`src/rtl/seccfg_pkg.sv`:
```
package seccfg_pkg;

  localparam int unsigned BUS_W = 32;

  typedef enum logic [1:0] {
    SZ_BYTE = 2'd0,
    SZ_HALF = 2'd1,
    SZ_WORD = 2'd2,
    SZ_RSVD = 2'd3
  } acc_size_e;

  // Qualified actions of one request, produced by the decoder.
  typedef struct packed {
    logic size_err;  // illegal size or alignment
    logic ns_viol;   // non-secure access to a secure-only register
    logic ctrl_wr;   // write reaching the control register
    logic cfg_wr;    // write aimed at a configuration register
    logic ctrl_rd;   // read that may see the control register
    logic cfg_rd;    // read of a configuration register
  } dec_t;

endpackage

```
`src/rtl/seccfg_decode.sv`:
```
module seccfg_decode
  import seccfg_pkg::*;
#(
  parameter int unsigned ADDR_W = 8,
  parameter int unsigned N_CFG  = 4,
  parameter int unsigned SEL_W  = 2
) (
  input  logic              valid,
  input  logic              write,
  input  logic [ADDR_W-1:0] addr,
  input  logic [1:0]        size,
  input  logic              secure,
  input  logic              sys_sec_en,
  output dec_t              dec,
  output logic [SEL_W-1:0]  cfg_sel
);

  localparam int unsigned IDX_W = ADDR_W - 2;

  logic [IDX_W-1:0] word_idx;
  logic             bad_shape;
  logic             shape_ok;
  logic             map_ctrl;
  logic             map_cfg;
  logic             sec_ok;

  assign word_idx = addr[ADDR_W-1:2];

  always_comb begin
    bad_shape = (size != SZ_WORD) || (addr[1:0] != 2'b00);
    shape_ok  = valid && !bad_shape;
    map_ctrl  = (word_idx == '0);
    map_cfg   = (word_idx != '0) && (word_idx <= IDX_W'(N_CFG));
    sec_ok    = shape_ok && secure;

    dec.size_err = valid && bad_shape;
    dec.ns_viol  = shape_ok && !secure && (map_ctrl || map_cfg);
    dec.ctrl_wr  = sec_ok && write && map_ctrl && sys_sec_en;
    dec.cfg_wr   = sec_ok && write && map_cfg;
    dec.ctrl_rd  = sec_ok && !write && map_ctrl && sys_sec_en;
    dec.cfg_rd   = sec_ok && !write && map_cfg;
  end

  assign cfg_sel = SEL_W'(word_idx - IDX_W'(1));

endmodule

```
`src/rtl/seccfg_lock.sv`:
```
module seccfg_lock (
  input  logic clk,
  input  logic rst_n,
  input  logic set_req,
  input  logic wake,
  output logic lock_q
);

  logic lock_d;
  logic lock_en;

  always_comb begin
    lock_en = set_req || wake;
    lock_d  = wake ? 1'b0 : 1'b1;   // wake wins over a same-cycle set
  end

  always_ff @(posedge clk or negedge rst_n) begin
    if (!rst_n) begin
      lock_q <= 1'b0;
    end else if (lock_en) begin
      lock_q <= lock_d;
    end
  end

endmodule

```
`src/rtl/seccfg_cfg_regs.sv`:
```
module seccfg_cfg_regs #(
  parameter int unsigned         N_CFG   = 4,
  parameter int unsigned         CFG_W   = 32,
  parameter int unsigned         SEL_W   = 2,
  parameter logic [CFG_W-1:0]    CFG_RST = '0
) (
  input  logic                            clk,
  input  logic                            rst_n,
  input  logic                            wr_req,
  input  logic [SEL_W-1:0]                sel,
  input  logic [CFG_W-1:0]                wdata,
  input  logic                            lock,
  output logic [N_CFG-1:0][CFG_W-1:0]     cfg_q
);

  for (genvar g = 0; g < N_CFG; g++) begin : g_reg
    logic             en;
    logic [CFG_W-1:0] d;

    always_comb begin
      en = wr_req && !lock && (sel == SEL_W'(g));
      d  = wdata;
    end

    always_ff @(posedge clk or negedge rst_n) begin
      if (!rst_n) begin
        cfg_q[g] <= CFG_RST;
      end else if (en) begin
        cfg_q[g] <= d;
      end
    end
  end

endmodule

```
`src/rtl/seccfg_rsp.sv`:
```
module seccfg_rsp
  import seccfg_pkg::*;
(
  input  logic             clk,
  input  logic             rst_n,
  input  logic             valid,
  input  logic             err,
  input  logic             evt,
  input  logic [BUS_W-1:0] rdata,
  output logic             rsp_valid,
  output logic             rsp_err,
  output logic             rsp_evt,
  output logic [BUS_W-1:0] rsp_rdata
);

  logic [BUS_W-1:0] rdata_d;

  always_comb begin
    rdata_d = (valid && !err) ? rdata : '0;
  end

  always_ff @(posedge clk or negedge rst_n) begin
    if (!rst_n) begin
      rsp_valid <= 1'b0;
      rsp_err   <= 1'b0;
      rsp_evt   <= 1'b0;
      rsp_rdata <= '0;
    end else begin
      rsp_valid <= valid;
      rsp_err   <= valid && err;
      rsp_evt   <= valid && evt && !err;
      rsp_rdata <= rdata_d;
    end
  end

endmodule

```
`src/rtl/seccfg_bank.sv`:
```
module seccfg_bank
  import seccfg_pkg::*;
#(
  parameter int unsigned      ADDR_W  = 8,
  parameter int unsigned      N_CFG   = 4,
  parameter int unsigned      CFG_W   = 32,
  parameter logic [CFG_W-1:0] CFG_RST = '0
) (
  input  logic              clk,
  input  logic              rst_n,
  input  logic              req_valid,
  input  logic              req_write,
  input  logic [ADDR_W-1:0] req_addr,
  input  logic [1:0]        req_size,
  input  logic              req_secure,
  input  logic [31:0]       req_wdata,
  input  logic              sys_secure_en,
  input  logic              standby_wake,
  output logic              rsp_valid,
  output logic              rsp_err,
  output logic [31:0]       rsp_rdata,
  output logic              illegal_evt
);

  localparam int unsigned SEL_W = (N_CFG > 1) ? $clog2(N_CFG) : 1;

  // Reset synchronizer: asserts asynchronously, releases on the clock.
  logic [1:0] rst_sync_q;
  logic       rst_sync_n;

  always_ff @(posedge clk or negedge rst_n) begin
    if (!rst_n) begin
      rst_sync_q <= 2'b00;
    end else begin
      rst_sync_q <= {rst_sync_q[0], 1'b1};
    end
  end

  assign rst_sync_n = rst_sync_q[1];

  dec_t                        dec;
  logic [SEL_W-1:0]            cfg_sel;
  logic                        lock_q;
  logic [N_CFG-1:0][CFG_W-1:0] cfg_q;
  logic [BUS_W-1:0]            rdata_d;

  seccfg_decode #(
    .ADDR_W (ADDR_W),
    .N_CFG  (N_CFG),
    .SEL_W  (SEL_W)
  ) u_decode (
    .valid      (req_valid),
    .write      (req_write),
    .addr       (req_addr),
    .size       (req_size),
    .secure     (req_secure),
    .sys_sec_en (sys_secure_en),
    .dec        (dec),
    .cfg_sel    (cfg_sel)
  );

  seccfg_lock u_lock (
    .clk     (clk),
    .rst_n   (rst_sync_n),
    .set_req (dec.ctrl_wr && req_wdata[0]),
    .wake    (standby_wake),
    .lock_q  (lock_q)
  );

  seccfg_cfg_regs #(
    .N_CFG   (N_CFG),
    .CFG_W   (CFG_W),
    .SEL_W   (SEL_W),
    .CFG_RST (CFG_RST)
  ) u_cfg (
    .clk    (clk),
    .rst_n  (rst_sync_n),
    .wr_req (dec.cfg_wr),
    .sel    (cfg_sel),
    .wdata  (req_wdata[CFG_W-1:0]),
    .lock   (lock_q),
    .cfg_q  (cfg_q)
  );

  always_comb begin
    rdata_d = '0;
    if (dec.ctrl_rd) begin
      rdata_d = {{(BUS_W-1){1'b0}}, lock_q};
    end else if (dec.cfg_rd) begin
      rdata_d = BUS_W'(cfg_q[cfg_sel]);
    end
  end

  seccfg_rsp u_rsp (
    .clk       (clk),
    .rst_n     (rst_sync_n),
    .valid     (req_valid),
    .err       (dec.size_err),
    .evt       (dec.ns_viol),
    .rdata     (rdata_d),
    .rsp_valid (rsp_valid),
    .rsp_err   (rsp_err),
    .rsp_evt   (illegal_evt),
    .rsp_rdata (rsp_rdata)
  );

endmodule

```
`config.mk`:
```
export PLATFORM = sky130hd
export DESIGN_NAME = seccfg_bank
export DESIGN_NICKNAME = d
export VERILOG_FILES = /design/src/rtl/seccfg_pkg.sv /design/src/rtl/seccfg_decode.sv /design/src/rtl/seccfg_lock.sv /design/src/rtl/seccfg_cfg_regs.sv /design/src/rtl/seccfg_rsp.sv /design/src/rtl/seccfg_bank.sv
export SDC_FILE = /design/constraint.sdc
export NUM_CORES = 1
export LEC_CHECK = 0
export BUFFER_PORTS_ARGS = -buffer_cell sky130_fd_sc_hd__buf_4
export CORE_AREA = 8 8 120 122
export CTS_BUF_LIST = sky130_fd_sc_hd__clkbuf_8
export DETAILED_ROUTE_END_ITERATION = 10
export DIE_AREA = 0 0 128 130
export GPL_TIMING_DRIVEN = 0
export PLACE_DENSITY = 0.8
export SKIP_CTS_REPAIR_TIMING = 1
export SYNTH_ARGS = -nofsm -noshare
export SYNTH_HDL_FRONTEND = slang
export SYNTH_HIERARCHICAL = 1
export SYNTH_SLANG_ARGS = --single-unit
```
`constraint.sdc`:
```
create_clock -name clk -period 6.2 [get_ports clk]
set_input_delay 0 -clock clk [delete_from_list [all_inputs] [get_ports clk]]
set_output_delay 0 -clock clk [all_outputs]
set_load 0.02 [all_outputs]
```
# Word-level counts from Yosys, hierarchy flattened
# Index checks and enable logic that the tools add are counted.
# W data, S select, Z words.
totals:
  regBits: 166
  in_bits: 49
  output_inout_bits: 35
  word_cells: 59
op_classes:
  add_sub_neg: 1
  order_cmp: 2
  n_eq_ne: 4
  n_mux: 6
  reduce_logical: 36
ops:
  columns: ["op", "count"]
  rows:
  - ["$mux W32", 4]
  - ["$bmux W32 S2", 1]
  - ["$logic_and A1 B1 Y1", 24]
  - ["$le A6 B3 Y1 const B", 1]
  - ["$logic_not A6 Y1", 1]
  - ["$reduce_bool A6 Y1", 1]
  - ["$logic_not A1 Y1", 5]
  - ["$eq A2 B2 Y1 const B", 2]
  - ["$logic_or A1 B1 Y1", 3]
  - ["$lt A2 B3 Y1 const B", 1]
  - ["$eq A2 B1 Y1 const B", 1]
  - ["$logic_not A2 Y1", 1]
  - ["$ne A2 B2 Y1 const B", 1]
  - ["$reduce_bool A2 Y1", 1]
  - ["$sub A2 B1 Y2 const B", 1]
  - ["$mux W1", 1]

# Longest topological paths before layout
# Gate-level depths: netlist of run 1.
logic_depth:
  ltp_word: 10
  depth_mapped: 8
  ltp_nobuf: 7

# Modules after synthesis
# The synthesis of run 1 kept the hierarchy.
modules_own_cells:
  columns: ["mod", "n_inst", "cells_per_inst", "area_each_um2", "seq_area_each_um2"]
  rows:
  - ["seccfg_cfg_regs", 1, 274, 4845.9, 3203.1]
  - ["seccfg_rsp", 1, 75, 1243.7, 875.8]
  - ["seccfg_bank", 1, 79, 1094.8, 50.0]
  - ["seccfg_decode", 1, 18, 130.1, 0.0]
  - ["seccfg_lock", 1, 2, 35.0, 25.0]

# Worst setup path before layout of run 1
# OpenSTA, ideal clock, no wires.
synth_timing:
  path_type: "input-to-reg"
  from: "in req_size[0]"
  to: "reg u_cfg/cfg_q[10] in the netlist's numbering"
  arrival_time_ns: 1.919
  required_time_ns: 6.075
  setup_slack_ns: 4.156
  stages: 5
  n_path_buf: 1
  cell_sequence: "or4b_4 > nor4_1 > nor4b_4 > buf_6 > mux2_2"
synth_rtl:
  columns: ["element", "line_no", "rtl"]
  rows:
  - ["start: declaration", "seccfg_bank.sv:14", "input logic [1:0] req_size,"]
  - ["end signal: indexed assignment", "seccfg_cfg_regs.sv:27", "cfg_q[g] <= CFG_RST;"]
  - ["end signal: indexed assignment", "seccfg_cfg_regs.sv:29", "cfg_q[g] <= d;"]
  - ["end: declaration", "seccfg_cfg_regs.sv:13", "output logic [N_CFG-1:0][CFG_W-1:0] cfg_q"]

==> reports/metrics.cfg, run 1 <==
[flow_run]
cap_violations=0

[clock_tree]
clock_latency_ps=460
clk_pin_slew_ps=70
clockBufferDepth=2
cts_sinks=166
cts_root_buf=clkbuf_8
cts_tree=built
htree_levels=4
numCtsBuffers=17

[yosys]
synth_warnings=6
synth_cell_types=32
synthFlopType=dfrtp_1
syn-num-nets=498
ys_seq_area_frac=0.565
synth.avg_cell_area_sq_um=16.4
syn_inst=448
async_flop_share=1.00
synth_edf_count=0
ys_seq_elements=166
synth_area_sq_um=7350

[routing]
ant_nets=0
drc=0
dr.pass1.iters=4
detail_route.wl_per_cell_um=18.8
first_iter_violations=230
route.final.wire_length_mm=14.6
wl_met2_mm=7.50
vias_per_cell=5.38
met1_length_mm=6.31
wl_met3_um=601
dr.max_layer_used=met4
num_vias=4173

[worst_setup_path]
reg2reg_from=u_lock/lock_q$_DFFE_PN0P_
crit_fanout=12
end_kind=flop
cp.arrival_ps=2600
path_class=primary input to flop
r2r_end=u_cfg/cfg_q[1]$_DFFE_PN0P_
cp.required_ps=6540
crit_path_start_kind=primary input
reg2reg_depth=3
reg2reg_slack_ps=4430

[sta]
finalCriticalPeriod_ps=2260
setup_ws_ps=3940
slew_headroom=0.589
rsz0062_at_grt=no
hold_viol_final=0
fin_tns_setup_ps=0
period_share=0.364
finalHoldWorstSlack_ps=14.1
maxSlewViolCount=0
worst_pin_slew_ps=611
max_freq_mhz=443
clock-skew-final_ps=7.38
setup-violations-final=0

[global_routing]
gr-total-overflow=0
grt_pass1_vias=4429
gr-usage-all-layers=0.186
grt_max_degree=69
grt_pass1_wl_mm=23.3
antenna_found_initial=0

[hold_path]
hold_path.class=primary input to flop
hold_depth=4
hold_end=u_rsp/rsp_evt$_DFF_PN0_
hp-start=req_secure

[floorplan]
rows=41
fp.dieW_um=128
ioPinCount=84
die_area_sq_um=16600
die_y_um=130
start_util=0.592
core-area_sq_um=12400

[pwr]
p_seq_frac=0.553
power_mw=1.98
swShare=0.223
p_switching_uw=440
p_int_mw=1.54
p_comb_frac=0.066
powerDensity_nw_per_um2=219
leakage_nw=4.66
clkPwrFrac=0.380
ir_drop_mv=0.182

[placed_design]
io_buffer_count=83
gp_congestion=0.729
place_hpwl_mm=9.93
post-place-cells=705
place_area_sq_um=8250
dp_slack_ps=3630

[cells_and_area]
fillers=833
nets=640
final_cell_area_sq_um=9010
stdcell_count=775
drive_gt1_frac=0.498
layout_common_cells=165 x dfrtp_1, 89 x mux2_2, 84 x buf_4
layout_commonest_cell=dfrtp_1
area_delta_synth_final_pct=22.6
fin_util=0.726
antenna_cells=0

[outcome]
status=completed

registers in the layout, indices dropped and copies added, names as in the netlist:
signal           count
rst_sync_q           2
u_cfg/cfg_q        128
u_lock/lock_q        1
u_rsp/rsp_err        1
u_rsp/rsp_evt        1
u_rsp/rsp_rdata     32
u_rsp/rsp_valid      1
layer usage:
metal | global-route usage | vias to the layer above
li1 | - | 1915
met4 | 0.0650 | 0
met1 | 0.227 | 2177
met2 | 0.308 | 65
met5 | 0 | -
met3 | 0.0571 | 16
logic make-up after synthesis:
| group | after synthesis | share of synthesized area |
|---|---|---|
| buffers and inverters | 34 | 0.0393 |
| AND/OR/NAND/NOR | 82 | 0.0923 |
| flip-flops | 166 | 0.565 |
| multiplexers | 160 | 0.295 |
| AO/OA/AOI/OAI | 3 | 0.00460 |
| XOR/XNOR | 1 | 0.00119 |
| adder cells (fa/ha/maj) | 1 | 0.00170 |
| other | 1 | 0.000510 |
worst max-delay path, stage by stage:
cell,delay (ps)
dlygate4sd3_1,540
buf_4,200
nand3_1,120
nor4_1,540
nor4b_4,580
buf_6,260
mux2_2,350
worst max path at each step:
stage / start / slack, ps / to / depth (start not counted)
6_report: req_valid / 3940 / u_cfg/cfg_q[1]$_DFFE_PN0P_ / 7
5_1_grt: req_valid / 3820 / u_cfg/cfg_q[1]$_DFFE_PN0P_ / 7
4_1_cts: req_size[0] / 4090 / u_cfg/cfg_q[1]$_DFFE_PN0P_ / 6
3_5_place_dp: req_size[0] / 3630 / u_cfg/cfg_q[1]$_DFFE_PN0P_ / 6
3_3_place_gp: rst_sync_q[1]$_DFF_PN0_ / -180 / u_cfg/cfg_q[91]$_DFFE_PN0P_ / 0
2_1_floorplan: rst_sync_q[1]$_DFF_PN0_ / 1230 / u_cfg/cfg_q[0]$_DFFE_PN0P_ / 0
cell usage after synthesis, types with 2 or more instances:
cell type | instances | area (sq um)
mux2_2 | 89 | 1000
dfrtp_1 | 166 | 4150
nor4_1 | 4 | 25.0
buf_6 | 8 | 90.1
buf_8 | 3 | 45.0
buf_12 | 3 | 60.1
and3b_2 | 33 | 330
mux4_1 | 2 | 52.6
and2_2 | 2 | 15.0
and2_1 | 32 | 200
buf_2 | 12 | 60.1
mux4_2 | 30 | 676
mux2_1 | 39 | 439
nand3b_1 | 2 | 15.0
clkbuf_1 | 3 | 11.3
inv_1 | 4 | 15.0
area by class of cell:
| type | instances | area [sq um] | area share |
|---|---|---|---|
| plain buffers | 30 | 274 | 0.0304 |
| flip-flops and latches | 166 | 4160 | 0.461 |
| inverters | 4 | 15.0 | 0.00167 |
| repair buffers | 123 | 1060 | 0.117 |
| multi-input cells | 248 | 2910 | 0.322 |
| clock buffers | 20 | 275 | 0.0305 |
| well taps | 172 | 215 | 0.0239 |
| clock inverters | 12 | 111 | 0.0124 |
power groups by stage:
stage	combinational, mW	sequential [mW]	clock [mW]
after floorplan	0.0456	1.13	0
after global placement	0.0905	1.13	0
after detailed placement	0.114	1.12	0
after CTS	0.114	1.09	0.773
after global routing	0.143	1.09	0.814
final	0.131	1.09	0.751
No activity file was read; power rests on OpenSTA's default activity.
==> run 2, diff against run 1 <==
==> constraint.sdc (replaced) <==
create_clock -name clk -period 2.09 [get_ports clk]
set_input_delay 0 -clock clk [delete_from_list [all_inputs] [get_ports clk]]
set_output_delay 0 -clock clk [all_outputs]
set_load 0.02 [all_outputs]
==> run 2 against run 1 <==
First-iteration DRC count fell by 0.87%. Cell count rose by 0.26%. Sequential share of layout area fell by 0.20 points. Sequential power rose to 3.0 times the previous value. Clock-buffer cell count did not move. Global-route usage rose by 0.096 points. Critical path depth did not move. Register-to-register slack got worse by 4000 ps. Worst setup slack got worse by 3800 ps. Total power rose to 3.0 times the previous value. Largest cell class unchanged. Die area did not move.
==> reports/metrics.cfg, run 2 (same netlist as run 1, synthesis figures left out) <==
[floorplan]
die_y_um=130  ; unchanged
rows=41  ; unchanged
core-area_sq_um=12400  ; unchanged
die_area_sq_um=16600  ; unchanged
start_util=0.592  ; unchanged
fp.dieW_um=128  ; unchanged
ioPinCount=84  ; unchanged

[routing]
num_vias=4207  ; +0.81%
dr.pass1.iters=4  ; unchanged
ant_nets=0  ; unchanged
detail_route.wl_per_cell_um=19.1  ; +1.4%
drc=0  ; unchanged
route.final.wire_length_mm=14.8  ; +1.6%
vias_per_cell=5.41  ; +0.56%
first_iter_violations=228  ; -0.87%

[global_routing]
grt_max_degree=74  ; +7.2%
gr-usage-all-layers=0.187  ; +0.000964
grt_pass1_vias=4484  ; +1.2%
antenna_found_initial=0  ; unchanged
gr-total-overflow=0  ; unchanged
grt_pass1_wl_mm=23.6  ; +1.0%

[cells_and_area]
largestRegisters=u_cfg/cfg_q (128), u_rsp/rsp_rdata (32), rst_sync_q (2)
largest_register_ffs=128  ; unchanged
layout_common_cells=165 x dfrtp_1, 89 x mux2_2, 86 x buf_4
fin_util=0.729  ; +0.00312
layout_commonest_cell=dfrtp_1
area_delta_synth_final_pct=23.2
drive_gt1_frac=0.500  ; +0.00249
top_register=u_cfg/cfg_q
nets=642  ; +0.31%
fillers=818  ; -1.8%
final_cell_area_sq_um=9050  ; +0.43%

[clock_tree]
htree_levels=4  ; unchanged
cts_tree=built
cts_sinks=166  ; unchanged
clk_pin_slew_ps=80  ; about the same
clock_latency_ps=450  ; about the same
clockBufferDepth=2  ; unchanged
numCtsBuffers=17  ; unchanged
cts_root_buf=clkbuf_8

[worst_setup_path]
end_kind=flop
cpPeakStageDelay_ps=570  ; about the same
cp.arrival_ps=2290  ; -310 ps
path_common_cell=buf_4
crit_fanout=10  ; -2
crit_start=req_size[0]
cp.required_ps=2420  ; -4120 ps
critPathTopFamily=simple AND/OR/NAND/NOR gates
crit_chain=buf_4 > or4b_4 > nor4_1 > nor4b_4 > buf_4 > buf_6 > mux2_2
worst_path_max_delay_cell=or4b_4
reg2reg_from=u_lock/lock_q$_DFFE_PN0P_
reg2reg_slack_ps=460  ; -3970 ps
path_class=primary input to flop
reg2reg_depth=3  ; unchanged
critPathBufInv=3  ; unchanged
crit_path_start_kind=primary input
r2r_end=u_cfg/cfg_q[124]$_DFFE_PN0P_

[hold_path]
hold_path.class=primary input to flop
hold_depth=4  ; unchanged
hold_end=u_rsp/rsp_evt$_DFF_PN0_
hp-start=req_secure

[sta]
slew_headroom=0.608  ; +0.0187
max_freq_mhz=511
clock-skew-final_ps=6.80  ; -0.583 ps
setup-violations-final=0  ; unchanged
worst_pin_slew_ps=583  ; -27.8 ps
fin_tns_setup_ps=0  ; unchanged
period_share=0.937
hold_viol_final=0  ; unchanged
rsz0062_at_grt=no
maxSlewViolCount=0  ; unchanged
finalHoldWorstSlack_ps=10.5  ; -3.64 ps
finalCriticalPeriod_ps=1960

[pwr]
ir_drop_mv=0.497  ; +170%
powerDensity_nw_per_um2=659  ; +200%
leakage_nw=4.67  ; +0.34%
power_mw=5.97  ; +200%

[flow_run]
cap_violations=0  ; unchanged

[placed_design]
gp_congestion=0.743  ; +2.0%
place_area_sq_um=8250  ; unchanged
io_buffer_count=83  ; unchanged
place_hpwl_mm=9.93  ; about the same

[outcome]
status=completed

## run 2: changes by cell type in the layout (fill, tap and decap cells not counted)
cell | previous run | this run
inv_1 | 7 | 6
bufinv_16 | 2 | 3
buf_4 | 84 | 86
diode_2 | 0 | 1
clkinv_2 | 5 | 4
## run 2: power breakdown
| group | switching [mW] | internal [mW] | leakage, nW |
|---|---|---|---|
| sequential | 0.0164 | 3.23 | 2.31 |
| combinational | 0.195 | 0.197 | 2.15 |
| clock | 1.08 | 1.25 | 0.213 |
| total | 1.29 | 4.67 | 4.67 |
## run 2: metrics by stage
| step | std cells | setup WS (ps) |
|---|---|---|
| floorplan | 448 | 46.1 |
| global placement | 703 | -347 |
| detailed placement | 705 | -415 |
| CTS | 736 | 67.8 |
| global route | 776 | 33.4 |
| finish | 777 | 133 |
## run 2: cell type report
class,instances,area (sq um),area share
buffer,30,274,0.0303
antenna,1,2.50,0.000276
inverter,4,15.0,0.00166
sequential,166,4160,0.459
clock buffer,20,275,0.0304
timing repair buffer,125,1070,0.119
tap,172,215,0.0238
clock inverter,11,133,0.0147
multi-input combinational,248,2910,0.321
## run 2: worst reg2reg max path, stage by stage (launching register included)
cell and delay (ps):
dfrtp_1 470, nand4b_1 300, buf_2 360, mux2_2 380
## run 2: per-layer routing
metal  vias up  global-route usage  routed length [um]
li1       1920                   -                   -
met5         -                   0                   0
met3        20              0.0522                 694
met2        93               0.304                7460
met4         0              0.0797                 246
met1      2174               0.232                6440
## run 2: worst max path at each step
stage	slack [ps]	end	cells after the start
after floorplan	50	u_cfg/cfg_q[10]$_DFFE_PN0P_	5
after global placement	-350	u_cfg/cfg_q[10]$_DFFE_PN0P_	6
after detailed placement	-410	u_cfg/cfg_q[9]$_DFFE_PN0P_	6
after CTS	70	u_cfg/cfg_q[6]$_DFFE_PN0P_	6
after global routing	30	u_cfg/cfg_q[77]$_DFFE_PN0P_	7
final	130	u_cfg/cfg_q[14]$_DFFE_PN0P_	7
